`src/rtl/coh_pkg.sv`:
```
package coh_pkg;
  localparam int NCORE = 2;

  typedef enum logic [1:0] {
    C_IDLE = 2'd0,
    C_BUS  = 2'd1,
    C_RESP = 2'd2
  } cache_st_t;
endpackage

```
`src/rtl/bus_arbiter.sv`:
```
module bus_arbiter (
  input  logic       clk,
  input  logic       rst_n,
  input  logic [1:0] req,
  input  logic       ack,
  output logic [1:0] gnt,
  output logic       busy,
  output logic       owner
);
  logic prio;
  logic pick;

  // the core that did not win the last grant is preferred
  assign pick = req[prio] ? prio : ~prio;

  always_ff @(posedge clk) begin
    if (!rst_n) begin
      busy  <= 1'b0;
      owner <= 1'b0;
      prio  <= 1'b0;
    end else if (!busy) begin
      if (|req) begin
        busy  <= 1'b1;
        owner <= pick;
        prio  <= ~pick;
      end
    end else if (ack) begin
      busy <= 1'b0;
    end
  end

  for (genvar gi = 0; gi < 2; gi++) begin : g_gnt
    assign gnt[gi] = busy && (owner == 1'(gi));
  end
endmodule

```
`src/rtl/wt_cache.sv`:
```
module wt_cache
  import coh_pkg::*;
#(
  parameter int AW    = 8,
  parameter int DW    = 32,
  parameter int LINES = 16
) (
  input  logic          clk,
  input  logic          rst_n,
  input  logic          cpu_req,
  input  logic          cpu_we,
  input  logic [AW-1:0] cpu_addr,
  input  logic [DW-1:0] cpu_wdata,
  output logic          cpu_done,
  output logic          cpu_hit,
  output logic [DW-1:0] cpu_rdata,
  output logic          bus_req,
  output logic          bus_we,
  output logic [AW-1:0] bus_addr,
  output logic [DW-1:0] bus_wdata,
  input  logic          bus_gnt,
  input  logic          bus_ack,
  input  logic [DW-1:0] bus_rdata,
  input  logic          snp_wr,
  input  logic [AW-1:0] snp_addr,
  output logic          inv_evt,
  output logic          retry_evt
);
  localparam int IW = $clog2(LINES);
  localparam int TW = AW - IW - 2;

  function automatic logic [IW-1:0] idx_of(input logic [AW-1:0] a);
    return a[IW+1:2];
  endfunction

  function automatic logic [TW-1:0] tag_of(input logic [AW-1:0] a);
    return a[AW-1:IW+2];
  endfunction

  function automatic logic same_word(input logic [AW-1:0] a, input logic [AW-1:0] b);
    return (idx_of(a) == idx_of(b)) && (tag_of(a) == tag_of(b));
  endfunction

  cache_st_t     st;
  logic [LINES-1:0] vld;
  logic [TW-1:0] tags [LINES];
  logic [DW-1:0] dat  [LINES];

  logic          p_we;
  logic [AW-1:0] p_addr;
  logic [DW-1:0] p_wdata;
  logic          stale;
  logic          hit_q;
  logic [DW-1:0] rdata_q;

  logic [IW-1:0] lk_idx, s_idx, p_idx;
  logic          lk_hit, s_hit, p_hit, pend_match, xfer_done;

  assign lk_idx     = idx_of(cpu_addr);
  assign lk_hit     = vld[lk_idx] && (tags[lk_idx] == tag_of(cpu_addr));
  assign s_idx      = idx_of(snp_addr);
  assign s_hit      = snp_wr && vld[s_idx] && (tags[s_idx] == tag_of(snp_addr));
  assign p_idx      = idx_of(p_addr);
  assign p_hit      = vld[p_idx] && (tags[p_idx] == tag_of(p_addr));
  assign pend_match = snp_wr && (st == C_BUS) && !p_we && same_word(snp_addr, p_addr);
  assign xfer_done  = (st == C_BUS) && bus_gnt && bus_ack;

  assign inv_evt   = s_hit;
  assign retry_evt = xfer_done && !p_we && stale;

  assign cpu_done  = (st == C_RESP);
  assign cpu_hit   = hit_q;
  assign cpu_rdata = rdata_q;
  assign bus_req   = (st == C_BUS);
  assign bus_we    = p_we;
  assign bus_addr  = p_addr;
  assign bus_wdata = p_wdata;

  always_ff @(posedge clk) begin
    if (!rst_n) begin
      st      <= C_IDLE;
      vld     <= '0;
      p_we    <= 1'b0;
      p_addr  <= '0;
      p_wdata <= '0;
      stale   <= 1'b0;
      hit_q   <= 1'b0;
      rdata_q <= '0;
    end else begin
      if (s_hit) vld[s_idx] <= 1'b0;
      if (pend_match) stale <= 1'b1;
      unique case (st)
        C_IDLE: begin
          if (cpu_req) begin
            p_we    <= cpu_we;
            p_addr  <= cpu_addr;
            p_wdata <= cpu_wdata;
            stale   <= 1'b0;
            if (!cpu_we && lk_hit) begin
              rdata_q <= dat[lk_idx];
              hit_q   <= 1'b1;
              st      <= C_RESP;
            end else begin
              hit_q <= 1'b0;
              st    <= C_BUS;
            end
          end
        end
        C_BUS: begin
          if (xfer_done) begin
            if (p_we) begin
              if (p_hit) dat[p_idx] <= p_wdata;
              st <= C_RESP;
            end else if (stale) begin
              stale <= 1'b0;
              st    <= C_BUS;
            end else begin
              vld[p_idx]  <= 1'b1;
              tags[p_idx] <= tag_of(p_addr);
              dat[p_idx]  <= bus_rdata;
              rdata_q     <= bus_rdata;
              st          <= C_RESP;
            end
          end
        end
        C_RESP:  st <= C_IDLE;
        default: st <= C_IDLE;
      endcase
    end
  end
endmodule

```
`src/rtl/snoop_coh_pair.sv`:
```
module snoop_coh_pair
  import coh_pkg::*;
#(
  parameter int AW    = 8,
  parameter int DW    = 32,
  parameter int LINES = 16
) (
  input  logic          clk,
  input  logic          rst_n,
  input  logic          c0_req,
  input  logic          c0_we,
  input  logic [AW-1:0] c0_addr,
  input  logic [DW-1:0] c0_wdata,
  output logic          c0_done,
  output logic          c0_hit,
  output logic [DW-1:0] c0_rdata,
  input  logic          c1_req,
  input  logic          c1_we,
  input  logic [AW-1:0] c1_addr,
  input  logic [DW-1:0] c1_wdata,
  output logic          c1_done,
  output logic          c1_hit,
  output logic [DW-1:0] c1_rdata,
  output logic          mem_req,
  output logic          mem_we,
  output logic [AW-1:0] mem_addr,
  output logic [DW-1:0] mem_wdata,
  input  logic          mem_ack,
  input  logic [DW-1:0] mem_rdata
);
  logic [NCORE-1:0] c_req, c_we, c_done, c_hit;
  logic [AW-1:0]    c_addr [NCORE];
  logic [DW-1:0]    c_wd   [NCORE];
  logic [DW-1:0]    c_rd   [NCORE];

  logic [NCORE-1:0] bus_req, b_we, gnt, snp_wr, inv_evt, retry_evt;
  logic [AW-1:0]    b_addr [NCORE];
  logic [DW-1:0]    b_wd   [NCORE];
  logic             busy, owner;

  assign c_req     = {c1_req, c0_req};
  assign c_we      = {c1_we, c0_we};
  assign c_addr[0] = c0_addr;
  assign c_addr[1] = c1_addr;
  assign c_wd[0]   = c0_wdata;
  assign c_wd[1]   = c1_wdata;
  assign c0_done   = c_done[0];
  assign c1_done   = c_done[1];
  assign c0_hit    = c_hit[0];
  assign c1_hit    = c_hit[1];
  assign c0_rdata  = c_rd[0];
  assign c1_rdata  = c_rd[1];

  bus_arbiter arb_i (
    .clk   (clk),
    .rst_n (rst_n),
    .req   (bus_req),
    .ack   (mem_ack),
    .gnt   (gnt),
    .busy  (busy),
    .owner (owner)
  );

  for (genvar gi = 0; gi < NCORE; gi++) begin : g_core
    // a completed bus write by the other core is the invalidate
    assign snp_wr[gi] = busy && mem_ack && mem_we && (owner != 1'(gi));

    wt_cache #(.AW(AW), .DW(DW), .LINES(LINES)) cache_i (
      .clk       (clk),
      .rst_n     (rst_n),
      .cpu_req   (c_req[gi]),
      .cpu_we    (c_we[gi]),
      .cpu_addr  (c_addr[gi]),
      .cpu_wdata (c_wd[gi]),
      .cpu_done  (c_done[gi]),
      .cpu_hit   (c_hit[gi]),
      .cpu_rdata (c_rd[gi]),
      .bus_req   (bus_req[gi]),
      .bus_we    (b_we[gi]),
      .bus_addr  (b_addr[gi]),
      .bus_wdata (b_wd[gi]),
      .bus_gnt   (gnt[gi]),
      .bus_ack   (mem_ack),
      .bus_rdata (mem_rdata),
      .snp_wr    (snp_wr[gi]),
      .snp_addr  (mem_addr),
      .inv_evt   (inv_evt[gi]),
      .retry_evt (retry_evt[gi])
    );
  end

  assign mem_req   = busy;
  assign mem_we    = busy && b_we[owner];
  assign mem_addr  = b_addr[owner];
  assign mem_wdata = b_wd[owner];
endmodule

```
`config.mk`:
```
export PLATFORM = sky130hd
export DESIGN_NAME = snoop_coh_pair
export DESIGN_NICKNAME = d
export VERILOG_FILES = /design/src/rtl/coh_pkg.sv /design/src/rtl/bus_arbiter.sv /design/src/rtl/wt_cache.sv /design/src/rtl/snoop_coh_pair.sv
export SDC_FILE = /design/constraint.sdc
export NUM_CORES = 2
export LEC_CHECK = 0
export ABC_AREA = 1
export CORE_MARGIN = 10
export CORE_UTILIZATION = 45
export CTS_CLUSTER_SIZE = 12
export DETAILED_ROUTE_END_ITERATION = 12
export DONT_BUFFER_PORTS = 1
export PLACE_DENSITY_LB_ADDON = 0.2
export SLEW_MARGIN = 25
export SYNTH_ARGS = -nofsm -noshare
export SYNTH_HDL_FRONTEND = slang
export SYNTH_SLANG_ARGS = --single-unit
```
`constraint.sdc`:
```
create_clock -name clk -period 9.53 [get_ports clk]
set_input_delay 0.4765 -clock clk [delete_from_list [all_inputs] [get_ports clk]]
set_output_delay 0.4765 -clock clk [all_outputs]
set_load 0.05 [all_outputs]
```
# ---- After elaboration in Yosys (flattened, before gate mapping)
# Memories as Yosys holds them, arrays and structs flattened. A register that Yosys moved wholly into a read port is not among the register bits.
# Index checks and enable logic that the tools add are counted.
dict set report totals {
  reg_bits 189
  ramBits 1088
  in_bits 119
  output_inout_bits 110
  elab_cells 230
  n_memories 4
}
# name depth word_bits read_ports rd_clocked_by_memory_dff wr line
set memory_table {}
lappend memory_table {{g_core[0].cache_i.dat} 16 32 1 0 1 wt_cache.sv:47} ;# logic [DW-1:0] dat [LINES];
lappend memory_table {{g_core[1].cache_i.dat} 16 32 1 0 1 wt_cache.sv:47}
lappend memory_table {{g_core[0].cache_i.tags} 16 2 3 1 1 wt_cache.sv:46} ;# logic [TW-1:0] tags [LINES];
lappend memory_table {{g_core[1].cache_i.tags} 16 2 3 1 1 wt_cache.sv:46}
dict set report classes {
  magnitude_cmp 11
  n_eq_ne 24
  muxes 112
  n_bitwise 12
  n_reduce_logical 48
}
# operator n
set ops {}
lappend ops {{2-to-1 mux 32 bit} 15}
lappend ops {{2-to-1 mux 16 bit} 12}
lappend ops {{case mux 32 bit (2 select lines)} 2}
lappend ops {{2-to-1 mux 1 bit} 53}
lappend ops {{bitwise AND 16 bit} 2}
lappend ops {{logical AND 1 bit} 32}
lappend ops {{bitwise OR 16 bit} 2}
lappend ops {{less-than comparator 4 x 5 -> 1 bit, second input constant} 5}
lappend ops {{binary-select mux 1 bit (select 4 bit)} 6}
lappend ops {{2-to-1 mux 8 bit} 3}
lappend ops {{2-to-1 mux 2 bit} 10}
lappend ops {{== test 2 bit} 8}
lappend ops {{2-to-1 mux 4 bit} 4}
lappend ops {{inequality test 2 bit, second input constant} 8}
lappend ops {{inverter 16 bit} 1}
lappend ops {{demux 1 bit (select 4 bit)} 3}
lappend ops {{greater-or-equal comparator 4 x 1 -> 1 bit, second input constant} 3}
lappend ops {{AND reduction 6 bit} 2}
lappend ops {{AND reduction 2 bit} 5}
lappend ops {{== test 4 bit} 2}
lappend ops {{case mux 2 bit (2 select lines)} 2}
lappend ops {{== test 2 x 1 -> 1 bit, second input constant} 2}
lappend ops {{== test 2 bit, second input constant} 2}
lappend ops {{zero test 1 bit} 4}
lappend ops {{10 further kinds} 19}

# ---- Depth between registers and ports, before layout
dict set report depth {
  depth_word 17
  depth_mapped 20
  ltp_nobuf 16
}

# ---- Modules after synthesis
# A second synthesis with hierarchy kept.
dict set report hier_totals {
  hier_cells 5331
  area_unflattened_um2 55578.3
}
# module n_inst cells_each area_each_um2 seq_area_each_um2
set by_module_without_submodules {}
lappend by_module_without_submodules {{wt_cache (g_core[1].cache_i)} 1 2589 27425.1 18277.5}
lappend by_module_without_submodules {{wt_cache (g_core[0].cache_i)} 1 2586 27416.3 18277.5}
lappend by_module_without_submodules {snoop_coh_pair 1 137 599.3 0.0}
lappend by_module_without_submodules {bus_arbiter 1 19 137.6 60.1}

# ---- Worst setup path after synthesis
# Ideal clock, no wire load.
dict set report synth_timing {
  kind {reg-to-reg}
  startpoint {reg arb_i.busy}
  endpoint {mem g_core[1].cache_i.dat[10][0] (enable)}
  setup_ns 0.421
  arrival_ns 3.180
  required_time_ns 9.109
  slack_ns 5.929
  stages_incl_launch_ff 10
  path_buffers 1
  synth_period_minus_slack_ns 3.601
  cell_sequence {dfxtp_1 -> nand2_1 -> nor3_1 -> inv_1 -> nor3_1 -> inv_1 -> nor2_1 -> nor2_1 -> buf_2 -> nor2_1}
}
dict set report synth_via {
  elab_chain_len 8
  elab_cells_between_ends 12
  classes_between {8 x mux; 1 x bitwise; 3 x reduce/logical}
}
# item line
set synth_lines {}
lappend synth_lines {{from (decl)} bus_arbiter.sv:7} ;# output logic busy,
lappend synth_lines {{from (signal assigned)} bus_arbiter.sv:18} ;# busy <= 1'b0;
lappend synth_lines {{from (signal assigned)} bus_arbiter.sv:23} ;# busy <= 1'b1;
lappend synth_lines {{from (signal assigned)} bus_arbiter.sv:28} ;# busy <= 1'b0;
lappend synth_lines {{logical AND 1 bit (*)} bus_arbiter.sv:33} ;# assign gnt[gi] = busy && (owner == 1'(gi));
lappend synth_lines {{logical AND 1 bit (*) (2 in series)} wt_cache.sv:66} ;# assign xfer_done = (st == C_BUS) && bus_gnt && bus_ack;
lappend synth_lines {{2-to-1 mux 1 bit} wt_cache.sv:110} ;# if (xfer_done) begin
lappend synth_lines {{2-to-1 mux 1 bit} wt_cache.sv:92} ;# unique case (st)
lappend synth_lines {{2-to-1 mux 1 bit} wt_cache.sv:80} ;# if (!rst_n) begin
lappend synth_lines {{2-to-1 mux 1 bit, on equally long branches} {wt_cache.sv:112, wt_cache.sv:120}}
lappend synth_lines {{bitwise OR 1 bit (no source line) (*)} -}
lappend synth_lines {{to (decl)} wt_cache.sv:47}
# Every way passes the cells marked *; elsewhere a longest branch is shown, timed or not.

# ---- Worst setup path in the final report
dict set report layout_timing {
  startpoint {reg g_core[0].cache_i.st[0]}
  endpoint {mem g_core[0].cache_i.dat[8][8], data pin}
}
dict set report layout_via {
  elab_chain_len 8
}
# item line
set layout_lines {}
lappend layout_lines {{from (decl)} wt_cache.sv:44} ;# cache_st_t st;
lappend layout_lines {{from (signal assigned)} wt_cache.sv:81} ;# st <= C_IDLE;
lappend layout_lines {{from (signal assigned)} wt_cache.sv:102} ;# st <= C_RESP;
lappend layout_lines {{from (signal assigned)} wt_cache.sv:105} ;# st <= C_BUS;
lappend layout_lines {{== test 2 x 1 -> 1 bit (*)} {wt_cache.sv:66, wt_cache.sv:92}}
lappend layout_lines {{logical AND 1 bit (2 in series)} wt_cache.sv:66}
lappend layout_lines {{2-to-1 mux 1 bit} wt_cache.sv:110}
lappend layout_lines {{2-to-1 mux 1 bit (*)} wt_cache.sv:92}
lappend layout_lines {{2-to-1 mux 1 bit (*)} wt_cache.sv:80}
lappend layout_lines {{2-to-1 mux 1 bit (not written as such) (*)} wt_cache.sv:120} ;# dat[p_idx] <= bus_rdata;
lappend layout_lines {{2-to-1 mux 32 bit (no source line) (*)} -}
lappend layout_lines {{to (decl)} wt_cache.sv:47}
# Marked as above.

==> summary.txt <==
Floorplanning
  • Die Y: 369 um
  • Die width: 369 um
  • IO Count: 229
  • Initial Util: 0.452
  • Row cnt: 128
  • Core area: 122000 um2
  • Die area: 136000 um2

Placement
  • RD Place Congestion: 0.843
  • DP Area: 56500 um2
  • Dpl ws: 4.92 ns
  • Detailed Place HPWL: 96.5 mm
  • # placed instances: 6660
  • IO buf count: 0

Global routing
  • Vias in the first global route: 37414
  • Global-route wire length before repair: 256 mm
  • GRT overflow: 0
  • Total GRT Usage: 0.254
  • Initial antenna violation count: 15
  • Largest net degree at the start of global routing: 294

Route
  • Max Used Layer: met5
  • Wire length on met3: 19.2 mm
  • Routed wire length: 179 mm
  • Vias: 40390
  • Iter 0 DRT Violations: 5284
  • Wl on met1: 73.7 mm
  • DR pass1 iterations: 5
  • DRT antenna net count: 0
  • WL/cell: 25.4 um
  • Routed wire length on met2: 80.8 mm
  • Routed vias/inst: 5.73
  • Residual DRC: 0

Yosys
  • Area fraction in compound gates after synthesis: 0.133
  • Synth unique cells: 41
  • Combinational family with the most area after synthesis: simple AND/OR/NAND/NOR gates
  • Avg Inst Size Synth: 10.4 um2
  • Synthesized instance count: 5286
  • Yosys warns: 0
  • Post-Synth Simple-Gate Area: 0.152
  • Mux contribution to synthesized area: 0
  • Xor/xnor share of the synthesized area: 0.000478
  • Synthesized cell area: 54900 um2
  • Seq/Total Area, Yosys: 0.667
  • Post-synthesis adder-cell area fraction: 0
  • Syn_nets: 5405
  • #FFs+latches synth: 1285

Worst setup path
  • CP Launch Type: flip-flop
  • WP data arrival: 5.36 ns
  • Worst Reg-to-Reg Cells: 13
  • CP Max Fanout: 47
  • Type of the worst setup path: flip-flop to flip-flop
  • CP Data Required Time: 10.15 ns
  • Worst setup EP type: flip-flop

Clock tree
  • Clock latency on the worst-skew pair: 0.78 ns
  • CTS root buf: clkbuf_16
  • Max clock buf depth: 3
  • CTS tree: yes
  • CTS Sinks: 1285
  • Reg clk slew, reported paths: 0.06 ns
  • H-tree depth: 4
  • CTS Buf Count: 140
  • Post-CTS sizing: 0

Hold path
  • Worst hold path class: primary input to flip-flop
  • Worst Hold Depth: 4

Layout
  • Commonest non-fill, non-tap cell in the layout: edfxtp_1
  • Area grow syn2layout: 13.0%
  • Fin area: 62100 um2
  • Share of cells above drive strength 1: 0.0708
  • Fin nets: 5413
  • Leading cell types in the layout, fill and taps excluded: edfxtp_1 (1088), nor2_1 (1084), o21ai_0 (697)
  • Layout Cells excl Fill: 7050
  • Final cell utilization of the core: 0.511

Power and ir drop
  • LEAKAGE: 21.5 nW
  • P per Cell Area: 233 nW/um2
  • Maximum vdd ir drop: 197 uV
  • Total power: 14.5 mW

STA
  • Final Setup Violations: 0
  • Unrepaired setup endpoints after global routing: no
  • Hold WS: 0.0361 ns
  • Pins Over Slew Limit: 0
  • Achievable Freq: 211 MHz
  • Slew Limit Headroom: 0.279
  • Setup Skew: 0.0293 ns
  • Worst-Margin Slew: 1.08 ns
  • Final period util: 0.498
  • Final Hold Viols: 0
  • Setup TNS: 0 ns
  • Tmin final: 4.75 ns
  • Final WS setup: 4.78 ns

Status
  • Outcome: finished clean

Job
  • Max-cap viol count: 0
[path summary, 6_finish.rpt]
path                                 from                              end  slack [ns]
setup / recovery  g_core[0].cache_i.st[0]      g_core[0].cache_i.dat[8][8]        4.78
hold / removal              mem_rdata[15]  g_core[0].cache_i.cpu_rdata[15]        0.04
setup reg to reg  g_core[0].cache_i.st[0]      g_core[0].cache_i.dat[8][8]        4.78
hold reg to reg                arb_i.prio                       arb_i.prio        0.45
[state kept, by name, summed over array words and instances (netlist names), named ones only]
register                  flops
g_core.cache_i.dat         1024
g_core.cache_i.bus_wdata     64
g_core.cache_i.cpu_rdata     64
g_core.cache_i.tags          64
g_core.cache_i.vld           32
g_core.cache_i.bus_addr      16
g_core.cache_i.st             4
g_core.cache_i.bus_we         2
g_core.cache_i.cpu_hit        2
g_core.cache_i.stale          2
arb_i.busy                    1
arb_i.owner                   1
arb_i.prio                    1
[report_power, final]
part | internal, mW | switching, mW | leakage, nW
sequential | 6.46 | 0.449 | 11.6
combinational | 0.581 | 1.78 | 7.78
clock | 3.02 | 2.17 | 2.13
total | 10.1 | 4.40 | 21.5
[Yosys cell counts, drive strengths merged]
cell    count  area share
nand3b      2     0.00027
nand2     634       0.044
o21bai      1     0.00014
nor2     1129       0.078
clkinv      4     0.00027
o22ai      38      0.0043
clkbuf    216       0.015
nor3        8     0.00082
edfxtp   1088        0.59
or2        12      0.0014
o221ai     44      0.0070
nand3     286       0.026
dfxtp     197       0.072
a22oi       1     0.00023
buf       144       0.015
a21oi     218       0.020
a21boi      1     0.00014
a41oi       1     0.00016
inv       253       0.017
xor2        3     0.00048
o31ai       1     0.00014
o211ai    246       0.034
o21ai     736       0.067
nand4      18      0.0021
nor4        4     0.00046
a31oi       1     0.00011
[routing by layer]
metal / GRT usage / vias up
li1: - / 18593
met4: 0.0793 / 6
met1: 0.349 / 19537
met2: 0.392 / 1944
met5: 0 / -
met3: 0.0644 / 310
[critical path, stage by stage, from the launching register on]
cell	delay [ns]
dfxtp_1	0.37
inv_1	0.09
nor2_4	0.07
buf_4	0.55
inv_2	0.44
nor2_1	0.24
inv_1	0.07
nor2_1	0.14
nand2_1	0.10
nor2_1	0.32
clkinv_2	0.56
buf_4	0.51
o21ai_0	0.83
buf_4	0.28
[layout make-up]
type                            instances  area (um2)
Fill cell                           10729       59500
Timing Repair Buffer                  226        2010
Clock inverter                         40         325
Clock buffer                          217        4040
Inverter                              257         981
Tap cell                             1625        2030
Multi-Input combinational cell       3384       16000
Antenna cell                           16        40.0
Sequential cell                      1285       36600
[timing repair]
action | CTS | global route
setup endpoints to repair | 0 | 0
buffers inserted | 0 | 0
endpoints found under the hold margin | 185 | 0
hold buffers | 117 | 0
[logic make-up after synthesis]
| group | count (synthesis) |
|---|---|
| compound gates | 1288 |
| buf+inv | 617 |
| flops | 1285 |
| xor+xnor | 3 |
| simple gates | 2093 |
No activity file was read; power rests on OpenSTA's default activity.
